==> src/rtl/tune_divider_pkg.sv <==
package tune_divider_pkg;
  // Default geometry of the divider
  localparam int unsigned DIV_W       = 15;
  localparam int unsigned DIV_MIN     = 17;
  localparam int unsigned DIV_RESET   = 256;
  localparam int unsigned SYNC_STAGES = 2;
endpackage

==> src/rtl/tune_divider_rst_sync.sv <==
module tune_divider_rst_sync #(
  parameter int unsigned STAGES = 2
) (
  input  logic clk_i,
  input  logic rst_ni,
  output logic rst_no
);
  logic [STAGES-1:0] sync_q;
  logic [STAGES-1:0] sync_d;

  always_comb begin
    sync_d = {sync_q[STAGES-2:0], 1'b1};
  end

  always_ff @(posedge clk_i or negedge rst_ni) begin
    if (!rst_ni) sync_q <= '0;
    else         sync_q <= sync_d;
  end

  assign rst_no = sync_q[STAGES-1];
endmodule

==> src/rtl/tune_divider_ratio_latch.sv <==
module tune_divider_ratio_latch #(
  parameter int unsigned W           = 15,
  parameter int unsigned MIN_RATIO   = 17,
  parameter int unsigned RESET_RATIO = 256
) (
  input  logic         clk_i,
  input  logic         rst_ni,
  input  logic         wr_i,
  input  logic [W-1:0] data_i,
  input  logic         start_i,
  input  logic         tc_i,
  output logic [W-1:0] front_o,
  output logic [W-1:0] back_o,
  output logic         pending_o,
  output logic [W-1:0] reload_o
);
  localparam logic [W-1:0] MIN_V   = W'(MIN_RATIO);
  localparam logic [W-1:0] RESET_V = W'(RESET_RATIO);

  logic [W-1:0] front_q, front_d;
  logic [W-1:0] back_q,  back_d;
  logic         pend_q,  pend_d;
  logic         front_en, back_en;

  // next-state
  always_comb begin
    front_en = wr_i;
    front_d  = (data_i < MIN_V) ? MIN_V : data_i;
    back_en  = tc_i & pend_q;
    back_d   = front_q;
    pend_d   = start_i | (pend_q & ~tc_i);
    reload_o = back_en ? front_q : back_q;
  end

  // registers
  always_ff @(posedge clk_i or negedge rst_ni) begin
    if (!rst_ni)       front_q <= RESET_V;
    else if (front_en) front_q <= front_d;
  end

  always_ff @(posedge clk_i or negedge rst_ni) begin
    if (!rst_ni)      back_q <= RESET_V;
    else if (back_en) back_q <= back_d;
  end

  always_ff @(posedge clk_i or negedge rst_ni) begin
    if (!rst_ni) pend_q <= 1'b0;
    else         pend_q <= pend_d;
  end

  assign front_o   = front_q;
  assign back_o    = back_q;
  assign pending_o = pend_q;
endmodule

==> src/rtl/tune_divider_counter.sv <==
module tune_divider_counter #(
  parameter int unsigned W           = 15,
  parameter int unsigned RESET_RATIO = 256
) (
  input  logic         clk_i,
  input  logic         rst_ni,
  input  logic [W-1:0] reload_i,
  output logic         tc_o,
  output logic [W-1:0] cnt_o
);
  localparam logic [W-1:0] ONE     = W'(1);
  localparam logic [W-1:0] RESET_C = W'(RESET_RATIO - 1);

  logic [W-1:0] cnt_q, cnt_d;
  logic         tc;

  always_comb begin
    tc    = (cnt_q == '0);
    cnt_d = tc ? (reload_i - ONE) : (cnt_q - ONE);
  end

  always_ff @(posedge clk_i or negedge rst_ni) begin
    if (!rst_ni) cnt_q <= RESET_C;
    else         cnt_q <= cnt_d;
  end

  assign tc_o  = tc;
  assign cnt_o = cnt_q;
endmodule

==> src/rtl/tune_divider_toggle.sv <==
module tune_divider_toggle (
  input  logic clk_i,
  input  logic rst_ni,
  input  logic en_i,
  output logic q_o
);
  logic q_q, q_d;

  always_comb begin
    q_d = ~q_q;
  end

  always_ff @(posedge clk_i or negedge rst_ni) begin
    if (!rst_ni)   q_q <= 1'b0;
    else if (en_i) q_q <= q_d;
  end

  assign q_o = q_q;
endmodule

==> src/rtl/tune_divider.sv <==
module tune_divider #(
  parameter int unsigned W           = tune_divider_pkg::DIV_W,
  parameter int unsigned MIN_RATIO   = tune_divider_pkg::DIV_MIN,
  parameter int unsigned RESET_RATIO = tune_divider_pkg::DIV_RESET,
  parameter int unsigned SYNC_STAGES = tune_divider_pkg::SYNC_STAGES
) (
  input  logic         clk_i,
  input  logic         rst_ni,
  input  logic         ratio_wr_i,
  input  logic [W-1:0] ratio_i,
  input  logic         bus_start_i,
  output logic         div_pulse_o,
  output logic         div_half_o
);
  logic         rst_n_s;
  logic         tc;
  logic [W-1:0] cnt;
  logic [W-1:0] ratio_a;
  logic [W-1:0] ratio_b;
  logic [W-1:0] reload;
  logic         pending;
  logic         half_q;

  tune_divider_rst_sync #(.STAGES(SYNC_STAGES)) u_rst (
    .clk_i  (clk_i),
    .rst_ni (rst_ni),
    .rst_no (rst_n_s)
  );

  tune_divider_ratio_latch #(
    .W(W), .MIN_RATIO(MIN_RATIO), .RESET_RATIO(RESET_RATIO)
  ) u_latch (
    .clk_i     (clk_i),
    .rst_ni    (rst_n_s),
    .wr_i      (ratio_wr_i),
    .data_i    (ratio_i),
    .start_i   (bus_start_i),
    .tc_i      (tc),
    .front_o   (ratio_a),
    .back_o    (ratio_b),
    .pending_o (pending),
    .reload_o  (reload)
  );

  tune_divider_counter #(.W(W), .RESET_RATIO(RESET_RATIO)) u_cnt (
    .clk_i    (clk_i),
    .rst_ni   (rst_n_s),
    .reload_i (reload),
    .tc_o     (tc),
    .cnt_o    (cnt)
  );

  tune_divider_toggle u_half (
    .clk_i  (clk_i),
    .rst_ni (rst_n_s),
    .en_i   (tc),
    .q_o    (half_q)
  );

  assign div_pulse_o = tc;
  assign div_half_o  = half_q;
endmodule

==> config.mk <==
export PLATFORM = sky130hd
export DESIGN_NAME = tune_divider
export DESIGN_NICKNAME = d
export VERILOG_FILES = /design/src/rtl/tune_divider_pkg.sv /design/src/rtl/tune_divider_rst_sync.sv /design/src/rtl/tune_divider_ratio_latch.sv /design/src/rtl/tune_divider_counter.sv /design/src/rtl/tune_divider_toggle.sv /design/src/rtl/tune_divider.sv
export SDC_FILE = /design/constraint.sdc
export NUM_CORES = 1
export LEC_CHECK = 0
export ABC_AREA = 0
export CORE_ASPECT_RATIO = 1.2
export CORE_UTILIZATION = 57
export DETAILED_ROUTE_END_ITERATION = 8
export PLACE_DENSITY_LB_ADDON = 0.05
export SKIP_CTS_REPAIR_TIMING = 1
export SLEW_MARGIN = 10
export SYNTH_ARGS = -nofsm -noshare
export SYNTH_HDL_FRONTEND = slang
export SYNTH_HIERARCHICAL = 1
export SYNTH_SLANG_ARGS = --single-unit
export TNS_END_PERCENT = 30
==> constraint.sdc <==
create_clock -name clk_i -period 2 [get_ports clk_i]
set_input_delay 0.2 -clock clk_i [delete_from_list [all_inputs] [get_ports clk_i]]
set_output_delay 0.2 -clock clk_i [all_outputs]
set_load 0.02 [all_outputs]
After elaboration in Yosys (flattened, before gate mapping). Index checks and enable logic that the tools add are counted.

Bits in registers: 49. Bits in latches: 0. Bits in writable memories: 0. Memory bits (read-only): 0. Input bits: 19. Memories: 0.

$add $sub $neg: 2. Multipliers: 0. Divide/modulo/power cells: 0. Order comparisons: 1. Eq/ne operators: 0. Shift operators: 0. Mux-type cells: 3. Bitwise gates (word level): 5. Reduce and logical (&&, ||, !) cells: 1.

Operator list (number): $mux 15 (3); $sub 15x1->15 const B (2); $logic_not 15->1 (1); $lt 15x5->1 const B (1); $and 1x1->1 (2); $not 1->1 (2); $or 1x1->1 (1).

Depth between registers and ports, before layout.
Depth in word-level cells: 5. Gate-level depth with buffers: 16.

By module. The synthesis kept the hierarchy.

By module, submodules not included: tune_divider_ratio_latch (times used 1, cells each 86, area each 1212.4 um^2, sequential area each 778.2 um^2); tune_divider_counter (times used 1, cells each 129, area each 1169.9 um^2, sequential area each 385.4 um^2); tune_divider_rst_sync (times used 1, cells each 3, area each 53.8 um^2, sequential area each 50.0 um^2); tune_divider_toggle (times used 1, cells each 2, area each 33.8 um^2, sequential area each 25.0 um^2).

Worst setup path before layout. Ideal clock, no wire load.

Kind: register to register. Start point: register u_cnt.cnt_q[11] (netlist: u_cnt/cnt_o[11]). End point: register u_cnt.cnt_q[12] (netlist: u_cnt/cnt_o[12]). Library setup time: 120 ps. Arrival time: 3721 ps. Slack: -1841 ps. Stages on the path, launching flop included: 15. Path buffers: 2. Clock period less this slack: 3841 ps. Cells stage by stage: dfrtp_1 nor4_1 nand4_1 buf_2 nor3_4 buf_4 nand2_2 mux2_2 a21oi_1 ha_1 nor3b_1 nand2_1 a2111oi_2 mux2_2 a31o_2.

Longest elaborated chain between the ends: 5.

RTL lines: from (decl) (line tune_divider_counter.sv:14) `logic [W-1:0] cnt_q, cnt_d;`; from (signal assigned) (line tune_divider_counter.sv:24) `else cnt_q <= cnt_d;`; $logic_not 15->1 (line tune_divider_counter.sv:18) `tc = (cnt_q == '0);`; named net div_pulse_o (line tune_divider.sv:12) `output logic div_pulse_o,`; $and 1x1->1 (line tune_divider_ratio_latch.sv:29) `back_en = tc_i & pend_q;`; $mux 15 (line tune_divider_ratio_latch.sv:32) `reload_o = back_en ? front_q : back_q;`; named net reload[0] (line tune_divider.sv:20) `logic [W-1:0] reload;`; $sub 15x1->15 (line tune_divider_counter.sv:19) `cnt_d = tc ? (reload_i - ONE) : (cnt_q - ONE);`; $mux 15 (line tune_divider_counter.sv:19); named net u_cnt.cnt_d[12] (line tune_divider_counter.sv:14).

The timed path passes the listed nets, and every way through them passes these cells. A chain may end at the register's enable or synchronous reset.

Worst setup path after layout.
Start point: register u_cnt.cnt_q[11] (netlist: u_cnt/cnt_o[11]). End point: register u_cnt.cnt_q[6] (netlist: u_cnt/cnt_o[6]).

Longest elaborated chain between the ends: 5.

RTL lines (line): $logic_not 15->1 (tune_divider_counter.sv:18); $and 1x1->1 (tune_divider_ratio_latch.sv:29); $mux 15 (tune_divider_ratio_latch.sv:32); named net reload[1] (tune_divider.sv:20); $sub 15x1->15 (tune_divider_counter.sv:19); $mux 15 (tune_divider_counter.sv:19); named net u_cnt.cnt_d[6] (tune_divider_counter.sv:14).

The timed path passes the listed nets, and every way through them passes these cells.

==> flow_summary_export.csv <==
group,metric,value,unit
layout,layout.nets,321,
place,portBuffers,20,
floorplanning,placementRows,25,
timing,tightest_slew,556,ps
floorplanning,die_h,74.1,µm
logic_synthesis,synthArstFlopShare,100,%
detailed_routing,wire_per_inst,21.7,µm
run_status,outcome,"finished, violations left",
clock_tree,clk_latency,310,ps
grt,grt_pass1_wl,9.63,mm
critical_path,critPathMaxFanout,11,
critical_path,cpPeakStageDelay,560,ps
logic_synthesis,yosysWarnings,6,
logic_synthesis,synth_edf_count,0,
detailed_routing,viasPerCell,6.47,
power,leakage,1.61,nW
clock_tree,cts-htree-levels,2,
layout,area_delta_synth_final,43.4,%
power,pwr_density_cell,536,nW/µm²
logic_synthesis,postSynthAreaPerCell,11.2,µm²
floorplanning,chipWidth,62.1,µm
power,ir_worst_vdd,693,µV
place,dp.cells,337,
detailed_routing,drt-pass1-iter-count,5,
layout,layout.cells.non_filler,356,
job,maxCapViolCount,0,
clock_tree,path_clk_slew,90,ps
place,placedInstanceArea,3150,µm²
grt,grt_pass1_vias,2066,
clock_tree,clock_path_buffers,2,
detailed_routing,drc,0,
critical_path,reg2reg_setup_slack,-1480,ps
critical_path,critical_path.endpoint_type,"flip-flop",
grt,grt_max_degree,24,
critical_path,cp.required,2250,ps
run_status,violations,"setup timing",
detailed_routing,initialDrtViolationCount,154,
layout,antenna_cells,0,
clock_tree,cts_sinks,49,
place,dp_hpwl,4.50,mm
logic_synthesis,synth_cell_type_count,56,
timing,hold_viol_final,0,
floorplanning,dieArea,4600,µm²
clock_tree,cts_root_buf,"clkbuf_8",
place,post-place-ws,-1280,ps
timing,finalSetupViolations,30,
critical_path,r2r-start,"u_cnt/cnt_o[11]",
critical_path,worstPathBufferInverterCount,2,
min_path,hold_class,"in -> async",
floorplanning,num_io_pins,21,
detailed_routing,ant_nets,0,
grt,grt-ovfl-total,0,
logic_synthesis,synth.top_cell.area_share,39.5,%
clock_tree,tritoncts,"built",
logic_synthesis,postSynthCellCount,220,
critical_path,reg2reg_depth,15,
grt,grt_usage,29.4,%
logic_synthesis,ys_top_cells_by_count,"39 x dfrtp_1, 23 x mux2_2, 12 x nor2_1, 12 x nor3_1",
logic_synthesis,synth_most_common_cell,"dfrtp_1",
floorplanning,core_area,4040,µm²
logic_synthesis,ys.flop_type,"dfrtp_1",
timing,period_share,174,%
timing,timing.fmax,287,MHz
clock_tree,cts_buffers,5,
logic_synthesis,yosys.area.top_type,"dfrtp_1",
logic_synthesis,syn_area,2470,µm²
timing,final_max_slew_viol_count,0,
timing,period_minus_slack,3480,ps
grt,antenna_found_initial,0,
logic_synthesis,synthTopCellsByArea,"dfrtp_1 40%, dfstp_2 11%, mux2_2 10%, nor3_1 2.4%, nor2_1 1.8%",
critical_path,path_class,"reg -> reg",
layout,drive_gt1_share,47.4,%
critical_path,cp_slowest_cell,"or4_4",
detailed_routing,wirelength,7.74,mm
critical_path,path_delay_family,"simple AND/OR/NAND/NOR gates",
timing,grt_setup_unrepaired,"true",
critical_path,worstPathCellList,"nor4_4, nand4_1, nor3_4, nand2_8, buf_12, nand2_1, o21ai_2, a21oi_2, ha_4, nor3b_4, buf_4, and2_4, o31ai_4, or4_4, nand3_2",
logic_synthesis,ys_ff_latch,49,
layout,fin_area,3540,µm²
timing,setup_tns,-18700,ps
detailed_routing,num_vias,2302,
critical_path,timing.rr.end,"u_cnt/cnt_o[6]",
timing,setup_slack,-1480,ps
logic_synthesis,postSynthNetCount,240,
critical_path,cp-start-kind,"flip-flop",
floorplanning,initial_core_util,61.2,%
timing,slew_headroom,62.6,%
layout,nFillCells,168,
critical_path,cp_data_arrival_time,3730,ps
place,place_congestion,0.937,
logic_synthesis,seq_area_frac_synth,50.2,%
timing,fin_skew,6.45,ps
stage by stage:
| stage | hold slack [ps] | util (%) | power (mW) |
|---|---|---|---|
| final | 44.0 | 87.8 | 1.90 |
| after global routing | 44.9 | 87.8 | 1.95 |
| after CTS | 41.6 | 81.1 | 1.90 |
| after detailed placement | 242 | 78.1 | 1.17 |
| after global placement | 232 | 78.1 | 1.16 |
| after floorplan | -95.6 | - | 1.11 |
layout by cell type, fill, tap and decap left out, drive strengths merged, types with 8 or more instances in the layout:
cell	n
clkdlybuf4s50	19
dfrtp	39
a21oi	8
nor3	14
nor4	9
nor2	12
buf	64
inv	10
nand2	11
dfstp	10
mux2	23
per-layer routing:
metal  GRT usage (%)  vias to the layer above  routed length [µm]  part of all wire [%]
li1                -                      990                   -                     -
met3            5.22                       45                 453                   5.9
met2            48.8                      123                3950                    51
met4            17.8                        0                 369                   4.8
met5               0                        -                   0                     0
met1            34.8                     1144                2960                    38
final cells by class:
| class | instances | area [µm²] | area share (%) |
|---|---|---|---|
| Clock inverter | 2 | 37.5 | 1.06 |
| Sequential cell | 49 | 1240 | 35.0 |
| Clock buffer | 6 | 82.6 | 2.33 |
| Inverter | 10 | 37.5 | 1.06 |
| Tap cell | 54 | 67.6 | 1.91 |
| Timing Repair Buffer | 84 | 727 | 20.5 |
| Multi-Input combinational cell | 151 | 1350 | 38.1 |
cells by family (layout without fill, tap and decap cells):
kind of cell | after synthesis | count (layout) | synth area share (%)
multiplexers | 23 | 23 | 10.5
AO/OA/AOI/OAI | 49 | 49 | 15.1
AND/OR/NAND/NOR | 70 | 70 | 17.0
adder cells (fa/ha/maj) | 1 | 1 | 0.507
flip-flops | 49 | 49 | 50.2
buffers and inverters | 20 | 102 | 4.10
XOR/XNOR | 7 | 7 | 2.48
other | 1 | 1 | 0.152
report_power, final:
group	total (mW)	switching, mW	internal, mW
clock	0.739	0.333	0.407
combinational	0.107	0.0457	0.0608
sequential	1.05	0.0268	1.02
total	1.90	0.405	1.49
worst max path at each step:
stage,from,end,cells after the start
2_1_floorplan,u_cnt/cnt_o[10],u_cnt/cnt_o[12],13
3_3_place_gp,u_cnt/cnt_o[8],u_cnt/cnt_o[14],12
3_5_place_dp,u_cnt/cnt_o[1],u_cnt/cnt_o[12],12
4_1_cts,u_cnt/cnt_o[1],u_cnt/cnt_o[12],12
5_1_grt,u_cnt/cnt_o[11],u_cnt/cnt_o[6],15
6_report,u_cnt/cnt_o[11],u_cnt/cnt_o[6],15
flip-flops by register name, indices dropped and copies added (netlist names):
register / flops
u_latch/front_o: 15
u_latch/back_o: 15
u_rst/sync_q: 2
u_latch/pending_o: 1
u_half/q_o: 1
u_cnt/cnt_o: 15
(Power assumes the default switching activity.)
